$ cat src/rtl/acc_alu_pkg.sv
package acc_alu_pkg;

    localparam int DATA_W = 8;
    localparam int HALF_W = 4;
    localparam int OP_W   = 4;

    // flag byte bit positions
    localparam int FB_SIGN  = 7;
    localparam int FB_ZERO  = 6;
    localparam int FB_HALF  = 4;
    localparam int FB_PAR   = 2;
    localparam int FB_ONE   = 1;
    localparam int FB_CARRY = 0;

    localparam logic [DATA_W-1:0] FLAGS_RESET = 8'h02;

    typedef enum logic [OP_W-1:0] {
        OP_ADD = 4'd0,
        OP_ADC = 4'd1,
        OP_SUB = 4'd2,
        OP_SBB = 4'd3,
        OP_AND = 4'd4,
        OP_OR  = 4'd5,
        OP_XOR = 4'd6,
        OP_CMA = 4'd7,
        OP_INC = 4'd8,
        OP_DEC = 4'd9
    } alu_op_e;

    typedef enum logic [1:0] {
        LG_AND = 2'd0,
        LG_OR  = 2'd1,
        LG_XOR = 2'd2
    } logic_sel_e;

    typedef enum logic {
        ST_IDLE = 1'b0,
        ST_DONE = 1'b1
    } alu_state_e;

endpackage

$ cat src/rtl/acc_alu_adder.sv
module acc_alu_adder #(
    parameter int W    = 8,
    parameter int HALF = 4
) (
    input  logic [W-1:0] a,
    input  logic [W-1:0] b,
    input  logic         cin,
    output logic [W-1:0] sum,
    output logic         cout,
    output logic         half_cout
);
    localparam int HI_W = W - HALF;

    logic [HALF:0] lo_sum;
    logic [HI_W:0] hi_sum;

    always_comb begin
        lo_sum    = {1'b0, a[HALF-1:0]} + {1'b0, b[HALF-1:0]} + {{HALF{1'b0}}, cin};
        hi_sum    = {1'b0, a[W-1:HALF]} + {1'b0, b[W-1:HALF]} + {{HI_W{1'b0}}, lo_sum[HALF]};
        sum       = {hi_sum[HI_W-1:0], lo_sum[HALF-1:0]};
        cout      = hi_sum[HI_W];
        half_cout = lo_sum[HALF];
    end
endmodule

$ cat src/rtl/acc_alu_logic.sv
module acc_alu_logic
    import acc_alu_pkg::*;
#(
    parameter int W = 8
) (
    input  logic [W-1:0] a,
    input  logic [W-1:0] b,
    input  logic_sel_e   sel,
    output logic [W-1:0] y
);
    always_comb begin
        unique case (sel)
            LG_AND:  y = a & b;
            LG_OR:   y = a | b;
            LG_XOR:  y = a ^ b;
            default: y = a;
        endcase
    end
endmodule

$ cat src/rtl/acc_alu_status.sv
module acc_alu_status
    import acc_alu_pkg::*;
#(
    parameter int W = 8
) (
    input  logic [W-1:0] res,
    input  logic         half_c,
    input  logic         carry,
    output logic [W-1:0] flags
);
    always_comb begin
        flags           = '0;
        flags[FB_SIGN]  = res[W-1];
        flags[FB_ZERO]  = (res == '0);
        flags[FB_HALF]  = half_c;
        flags[FB_PAR]   = ~^res;
        flags[FB_ONE]   = 1'b1;
        flags[FB_CARRY] = carry;
    end
endmodule

$ cat src/rtl/acc_alu.sv
module acc_alu
    import acc_alu_pkg::*;
(
    input  logic              clk,
    input  logic              rst_n,
    input  logic              in_valid,
    input  logic [OP_W-1:0]   in_op,
    input  logic [DATA_W-1:0] in_acc,
    input  logic [DATA_W-1:0] in_opnd,
    output logic              out_valid,
    output logic [DATA_W-1:0] out_result,
    output logic [DATA_W-1:0] out_flags
);
    alu_state_e        state_q, state_d;
    logic [DATA_W-1:0] result_q;
    logic [DATA_W-1:0] flags_q;

    logic [DATA_W-1:0] add_b, add_sum, lg_y, res_n, flags_n;
    logic              add_cin, add_cout, add_hc;
    logic              cy_n, ac_n, upd;
    logic_sel_e        lg_sel;
    logic              cy_q;

    assign cy_q = flags_q[FB_CARRY];

    acc_alu_adder #(.W(DATA_W), .HALF(HALF_W)) u_adder (
        .a(in_acc), .b(add_b), .cin(add_cin),
        .sum(add_sum), .cout(add_cout), .half_cout(add_hc)
    );

    acc_alu_logic #(.W(DATA_W)) u_logic (
        .a(in_acc), .b(in_opnd), .sel(lg_sel), .y(lg_y)
    );

    acc_alu_status #(.W(DATA_W)) u_status (
        .res(res_n), .half_c(ac_n), .carry(cy_n), .flags(flags_n)
    );

    // operation decode
    always_comb begin
        add_b   = in_opnd;
        add_cin = 1'b0;
        lg_sel  = LG_AND;
        res_n   = in_acc;
        cy_n    = cy_q;
        ac_n    = flags_q[FB_HALF];
        upd     = 1'b0;
        case (in_op)
            OP_ADD: begin
                upd = 1'b1; res_n = add_sum; cy_n = add_cout; ac_n = add_hc;
            end
            OP_ADC: begin
                add_cin = cy_q;
                upd = 1'b1; res_n = add_sum; cy_n = add_cout; ac_n = add_hc;
            end
            OP_SUB: begin
                add_b = ~in_opnd; add_cin = 1'b1;
                upd = 1'b1; res_n = add_sum; cy_n = ~add_cout; ac_n = add_hc;
            end
            OP_SBB: begin
                add_b = ~in_opnd; add_cin = ~cy_q;
                upd = 1'b1; res_n = add_sum; cy_n = ~add_cout; ac_n = add_hc;
            end
            OP_AND: begin
                lg_sel = LG_AND; upd = 1'b1; res_n = lg_y; cy_n = 1'b0; ac_n = 1'b1;
            end
            OP_OR: begin
                lg_sel = LG_OR; upd = 1'b1; res_n = lg_y; cy_n = 1'b0; ac_n = 1'b0;
            end
            OP_XOR: begin
                lg_sel = LG_XOR; upd = 1'b1; res_n = lg_y; cy_n = 1'b0; ac_n = 1'b0;
            end
            OP_CMA: begin
                res_n = ~in_acc;
            end
            OP_INC: begin
                add_b = '0; add_cin = 1'b1;
                upd = 1'b1; res_n = add_sum; ac_n = add_hc;
            end
            OP_DEC: begin
                add_b = '1; add_cin = 1'b0;
                upd = 1'b1; res_n = add_sum; ac_n = add_hc;
            end
            default: begin
                res_n = in_acc;
            end
        endcase
    end

    // next state
    always_comb begin
        unique case (state_q)
            ST_IDLE: state_d = in_valid ? ST_DONE : ST_IDLE;
            ST_DONE: state_d = in_valid ? ST_DONE : ST_IDLE;
            default: state_d = ST_IDLE;
        endcase
    end

    // state register
    always_ff @(posedge clk or negedge rst_n) begin
        if (!rst_n) state_q <= ST_IDLE;
        else        state_q <= state_d;
    end

    // output registers
    always_ff @(posedge clk or negedge rst_n) begin
        if (!rst_n) begin
            result_q <= '0;
            flags_q  <= FLAGS_RESET;
        end else if (in_valid) begin
            result_q <= res_n;
            if (upd) flags_q <= flags_n;
        end
    end

    assign out_valid  = (state_q == ST_DONE);
    assign out_result = result_q;
    assign out_flags  = flags_q;

    // a request yields a result on the next cycle
    a_r1_valid_next: assert property (@(posedge clk) disable iff (!rst_n)
        in_valid |=> out_valid);
    // no request, no result
    a_r1_idle_drop: assert property (@(posedge clk) disable iff (!rst_n)
        !in_valid |=> !out_valid);
    // sign, zero and parity follow the returned byte
    a_r6_szp_track: assert property (@(posedge clk) disable iff (!rst_n)
        (in_valid && in_op <= 4'd9 && in_op != 4'd7) |=>
        (out_flags[FB_SIGN] == out_result[DATA_W-1]) &&
        (out_flags[FB_ZERO] == (out_result == '0)) &&
        (out_flags[FB_PAR] == ~^out_result));
    // logical operations clear carry
    a_r8_logic_no_carry: assert property (@(posedge clk) disable iff (!rst_n)
        (in_valid && in_op >= 4'd4 && in_op <= 4'd6) |=> !out_flags[FB_CARRY]);
    // increment and decrement keep carry
    a_r10_keep_carry: assert property (@(posedge clk) disable iff (!rst_n)
        (in_valid && (in_op == 4'd8 || in_op == 4'd9)) |=>
        out_flags[FB_CARRY] == $past(out_flags[FB_CARRY]));
    // complement and unused codes leave flags alone
    a_r9_flags_frozen: assert property (@(posedge clk) disable iff (!rst_n)
        (in_valid && (in_op == 4'd7 || in_op >= 4'd10)) |=> $stable(out_flags));
    // nothing moves without a request
    a_r12_hold: assert property (@(posedge clk) disable iff (!rst_n)
        !in_valid |=> $stable(out_flags) && $stable(out_result));
    // fixed bits of the status byte
    a_r3_fixed_bits: assert property (@(posedge clk) disable iff (!rst_n)
        out_flags[FB_ONE] && !out_flags[5] && !out_flags[3]);

endmodule

$ cat config.mk
export PLATFORM = sky130hd
export DESIGN_NAME = acc_alu
export DESIGN_NICKNAME = d
export VERILOG_FILES = /design/src/rtl/acc_alu_pkg.sv /design/src/rtl/acc_alu_adder.sv /design/src/rtl/acc_alu_logic.sv /design/src/rtl/acc_alu_status.sv /design/src/rtl/acc_alu.sv
export SDC_FILE = /design/constraint.sdc
export NUM_CORES = 1
export LEC_CHECK = 0
export BUFFER_PORTS_ARGS = -buffer_cell sky130_fd_sc_hd__buf_2
export CORE_MARGIN = 4
export CORE_UTILIZATION = 45
export DETAILED_ROUTE_END_ITERATION = 8
export PLACE_DENSITY = 0.67
export SLEW_MARGIN = 20
export SYNTH_ARGS = -nofsm -noshare
export SYNTH_HDL_FRONTEND = slang
export SYNTH_SLANG_ARGS = --single-unit
$ cat constraint.sdc
create_clock -name clk -period 6 [get_ports clk]
set_input_delay 1.8 -clock clk [delete_from_list [all_inputs] [get_ports clk]]
set_output_delay 1.8 -clock clk [all_outputs]
set_load 0.005 [all_outputs]
Yosys cells after proc, flatten, opt, wreduce, memory -nomap -nowiden

Cells that the tools add are included.

Reduce and logical (&&, ||, !) cells: 16
Muxes and demuxes: 9
Add/subtract/negate cells: 4
Bitwise gates (word level): 7
Eq/ne operators: 11

Operators by type and width:

| operator                                                              | count |
|---|---|
| 8-bit case mux with 3 select lines                                    | 3 |
| 4-bit by 3-bit equality test with 1-bit output, second input constant | 4 |
| 8-bit NOT                                                             | 2 |
| 4-bit by 4-bit adder with 5-bit output                                | 2 |
| 5-bit by 1-bit adder with 5-bit output                                | 2 |
| 1-bit case mux with 3 select lines                                    | 3 |
| 9-bit OR reduction                                                    | 1 |
| 8-bit bitwise AND                                                     | 1 |
| 4-bit by 2-bit equality test with 1-bit output, second input constant | 2 |
| 4-bit equality test, second input constant                            | 2 |
| 8-bit logical NOT                                                     | 1 |
| 8-bit OR                                                              | 1 |
| 2-bit OR reduction                                                    | 4 |
| 8-bit XNOR reduction                                                  | 1 |
| 8-bit XOR                                                             | 1 |
| 3-bit AND reduction                                                   | 2 |
| 3-bit nonzero test                                                    | 2 |
| 6-bit OR reduction                                                    | 1 |
| 4-bit by 1-bit equality test with 1-bit output, second input constant | 1 |
| 4-bit logical NOT                                                     | 1 |
| 2-bit case mux with 2 select lines                                    | 1 |
| 3-bit OR reduction                                                    | 1 |
| 2-bit by 1-bit equality test with 1-bit output, second input constant | 1 |
| 2-bit equality test, second input constant                            | 1 |
| other kinds (4)                                                       | 6 |

Flip-flop bits (word level): 14
Output and inout port bits: 17
Logic and storage cells: 52
Input port bits: 23

Longest topological paths before layout

Word-level depth: 8
Depth in mapped cells: 20
Gate-level depth less buffers: 18

By module

From an unflattened synthesis, not the netlist that was laid out.

Cell total of the unflattened synthesis: 295
Area, all modules: 2454.9 um^2

By module, submodules not included:

| module         | area each (um^2) | sequential area each (um^2) | instances | cells each |
|---|---|---|---|---|
| acc_alu        | 1506.4           | 426.7                       | 1         | 188 |
| acc_alu_logic  | 493.0            | 0.0                         | 1         | 50 |
| acc_alu_adder  | 287.8            | 0.0                         | 1         | 33 |
| acc_alu_status | 167.7            | 0.0                         | 1         | 24 |

Worst setup path after synthesis

Ideal clock, no wire load.

Path kind: in2reg
Start: in in_op[2]
End: reg flags_q[2], in the netlist out_flags[2]
Data required time: 5858 ps
Setup time: 142 ps
Stages on the path: 19
Buffers on the path: 2
Setup slack: 272 ps
Data arrival time: 5585 ps
Path through: buf_4 > clkinv_1 > clkbuf_1 > nand3_1 > o21ai_0 > a21oi_1 > fa_1 > fa_1 > a21o_1 > a21o_1 > fa_1 > inv_1 > fa_1 > o2111ai_1 > o211ai_2 > ha_1 > xor2_1 > xnor2_1 > o21ai_0

Longest elaborated chain between the ends: 8
Elaborated cells between the ends (all ways): 30
Classes of those cells: 4 x add/sub; 11 x eq/ne; 6 x mux; 9 x reduce/logical

Ends and longest elaborated chain:

| what                                           | RTL line             | RTL |
|---|---|---|
| start: declaration                             | acc_alu.sv:7         | `input logic [OP_W-1:0] in_op,` |
| 4-bit by 2-bit equality test with 1-bit output | acc_alu.sv:48        | `case (in_op)` |
| 2-bit OR reduction (no line)                   | n/a                  |  |
| 8-bit case mux with 3 select lines             | acc_alu.sv:48        |  |
| 4-bit by 4-bit adder with 5-bit output         | acc_alu_adder.sv:18  | `lo_sum = {1'b0, a[HALF-1:0]} + {1'b0, b[HALF-1:0]} + {{HALF{1'b0}}, cin};` |
| 5-bit by 1-bit adder with 5-bit output         | acc_alu_adder.sv:18  |  |
| 5-bit by 1-bit adder with 5-bit output         | acc_alu_adder.sv:19  | `hi_sum = {1'b0, a[W-1:HALF]} + {1'b0, b[W-1:HALF]} + {{HI_W{1'b0}}, lo_sum[HALF]};` |
| 8-bit case mux with 3 select lines             | acc_alu.sv:48        |  |
| 8-bit XNOR reduction                           | acc_alu_status.sv:16 | `flags[FB_PAR] = ~^res;` |
| end signal: assignment                         | acc_alu.sv:112       | `if (upd) flags_q <= flags_n;` |
| end: declaration                               | acc_alu.sv:16        | `logic [DATA_W-1:0] flags_q;` |

Several ways; a longest one is shown, not always the timed one.
A chain may end at the register's enable or synchronous reset.

Final worst setup path

Start: in in_op[3]
End: reg flags_q[2], in the netlist out_flags[2]

The elaborated chain is that of the path after synthesis.

==> results.cfg <==
[clock_tree]
numClockSinks = 14
clock_latency_ns = 0.25
root_buffer = clkbuf_8
number_of_gates_resized_after_cts = 0
clk_path_buf_depth = 2
hold_buffers = 0
cts-buffers-inserted = 3
post-cts-setup-buffer-count = 0
htreeDepth = 1
cts_tree = yes
clkTransAtPathRegs_ns = 0.05

[pwr]
p_int_uw = 267.8
finalPower_uw = 426.0
switching_share_pct = 37.15
pwr-share-comb_pct = 49.9
power.density_mw_per_mm2 = 178.2
worst_case_vdd_ir_drop_mv = 0.07791
power.switching_uw = 158.2
clock_network_fraction_of_design_power_pct = 21.4
leakagePower_nw = 1.157
power.share.sequential_pct = 28.7

[flow_run]
drv.max_cap_violation_count = 0

[timing]
worst_slack_ns = 0.3978
final.setup_skew_ns = 0.004298
max_slew_vio_count = 0
max_freq_mhz = 178.5
min_period_ns = 5.602
min_period_over_period_pct = 93.37
grt_setup_unrepaired = false
relative_slew_slack_pct = 59.03
setup_viol = 0
timing.final.hold_violations = 0
worst_slew_pin_slew_ns = 0.6146
setup_tns_ns = 0
final.hold.worst_slack_ns = 0.5020

[status]
outcome = completed

[yosys]
postSynthAreaPerCell_um2 = 8.040
synthesis.instances = 263
synth_top_cells_by_count = o21ai_0 (33), ha_1 (26), nor2_1 (20)
synthTopCellsByArea = dfrtp_1 (17%), ha_1 (15%), o21ai_0 (7.8%), a21oi_1 (4.5%), fa_1 (3.8%)
yosysWarnings = 0
synth.distinct_cells = 54
post-synth-top-count-cell = o21ai_0
ys.flop_type = dfrtp_1
seq_area_frac_synth_pct = 16.57
netlist_area_mm2 = 0.002115
synth_enable_flop_cells = 0
asyncSetResetFlopFracSynth_pct = 100.0
synth-seq-cells = 14
post-synth-top-area-fraction_pct = 16.57
synth_top_area_cell = dfrtp_1

[floorplan]
die_x_um = 76.55
floorplan.rows = 24
top_level_ports = 40
floorplan.core_area_mm2 = 0.004444
initial_utilization_pct = 47.58
die_h_um = 76.55
dieArea_mm2 = 0.005860

[drt]
dr.pass1.iters = 4
drt-initial-drc-count = 175
detail_route.wl_per_cell_um = 15.45
top_layer_used = met4
detail_route.wirelength_mm = 5.378
met3RoutedLength_um = 245
detailroute.wirelength.met2_mm = 2.502
drc_errors = 0
met1Wirelength_mm = 2.532
via_per_inst = 5.790
final_antenna_net_count = 0
detailroute.via_count = 2015

[hold_path]
min_to = out_flags[2]$_DFFE_PN0P_
class_of_the_worst_hold_path = reg2reg
holdCritStartpoint = out_flags[2]$_DFFE_PN0P_
hold_path_depth = 2

[critical_path]
r2r_setup_slack_ns = 1.94
worst-endpoint-required_ns = 6.10
worstSetupPathType = in2reg
critPathMaxFanout = 11
reg2reg_from = out_flags[0]$_DFFE_PN0P_
cp_data_arrival_time_ns = 5.70
crit-reg2reg-capture = out_flags[2]$_DFFE_PN0P_
worst_setup_path_start_kind = input pin
endpoint_kind = flip-flop
worst_r2r_path_depth = 16

[final_layout]
net_count_reported_at_finish = 350
layout.cells.non_filler = 348
finish.utilization_pct = 53.80
final_layout_size_suffix_gt1_share_pct = 23.31
areaGrowthSynthToFinish_pct = 13.08
design_area_mm2 = 0.002391
diodes = 0

[placement]
io_buffer_count = 36
placement.setup.worst_slack_ns = 0.1437
gp_congestion = 0.8667
placement.cell_area_mm2 = 0.002336
post-place-cells = 344
dp.final_hpwl_mm = 4.144

[global_routing]
grt_use_total_pct = 18.55
grt_pass1_wl_mm = 9.094
grt_max_degree = 24
grt_pass1_vias = 1871
grt_antenna_before_repair = 0
grt_overflow_total = 0
[worst max path at each step]
stage	to	start	slack, ns
2_1_floorplan	out_flags[2]$_DFFE_PN0P_	in_op[2]	0.27
3_3_place_gp	out_flags[2]$_DFFE_PN0P_	in_op[3]	0.23
3_5_place_dp	out_flags[2]$_DFFE_PN0P_	in_op[3]	0.14
4_1_cts	out_flags[2]$_DFFE_PN0P_	in_op[3]	0.41
5_1_grt	out_flags[2]$_DFFE_PN0P_	in_op[3]	0.13
6_report	out_flags[2]$_DFFE_PN0P_	in_op[3]	0.40
[power groups by stage]
stage | logic (mW) | clock network (mW) | registers (mW)
after CTS | 0.214 | 0.0937 | 0.122
after global routing | 0.241 | 0.0998 | 0.124
final | 0.213 | 0.0912 | 0.122
after floorplan | 0.146 | 0 | 0.124
after detailed placement | 0.213 | 0 | 0.123
after global placement | 0.210 | 0 | 0.124
[kinds of logic (layout without fill, tap and decap cells)]
kind of cell | after synthesis | count (layout) | share of synthesized area [%]
xor+xnor | 6 | 6 | 2.485
simple gates | 71 | 71 | 17.69
buf+inv | 40 | 72 | 9.112
fa+ha+maj | 30 | 30 | 19.17
flops | 14 | 14 | 16.57
other cells | 2 | 3 | 0.3552
compound gates | 89 | 89 | 28.64
mux | 11 | 11 | 5.976
[layout make-up]
cell class,instances,area (um^2)
Clock buffer,4,55.05
Timing Repair Buffer,48,270.3
Fill cell,446,2053
Multi-Input combinational cell,210,1575
Sequential cell,14,350.3
Tap cell,52,65.06
Inverter,20,75.07
[metal layers]
metal  track usage [%]  up-vias
met3             2.009        9
met5                 0        -
met1             26.05      944
li1                  -     1017
met2             29.26       45
met4             6.703        0
[flip-flops by register name, summed over array words and instances (netlist names)]
name / count
out_result: 8
out_valid: 1
out_flags: 5
[worst max-delay path, stage by stage]
cell       delay, ns
buf_2           0.22
nor3b_2         0.24
o21ai_0         0.11
o21ai_0         0.08
a21oi_1         0.08
fa_1            0.44
fa_1            0.41
a21o_1          0.17
a21o_1          0.21
fa_1            0.39
inv_1           0.08
fa_1            0.42
o2111ai_1       0.22
o211ai_2        0.13
ha_1            0.30
xor2_1          0.19
xnor2_1         0.13
o21ai_0         0.08
[cells in the final DEF (no fill, tap or decap), types with 3 or more instances in the layout]
cell      netlist  routed
conb_1          2       3
buf_4           6      12
inv_1          18      18
clkbuf_8        0       4
dfrtp_1        14      14
nand4b_1        4       4
o211ai_2        4       4
nor2_1         20      20
nand2b_1        5       5
fa_1            4       4
a21oi_1        19      19
nand3_1        15      15
nor2b_1         4       4
nand4_1         6       6
mux2_2          5       5
buf_2           4      36
and2_1          3       3
nand2_1         7       7
xnor2_1         5       5
a21o_1          4       4
o21ai_0        33      33
or3_1           4       4
mux2i_1         4       4
ha_1           26      26
o211a_1         4       4
Power figures use the tool's default switching activity.
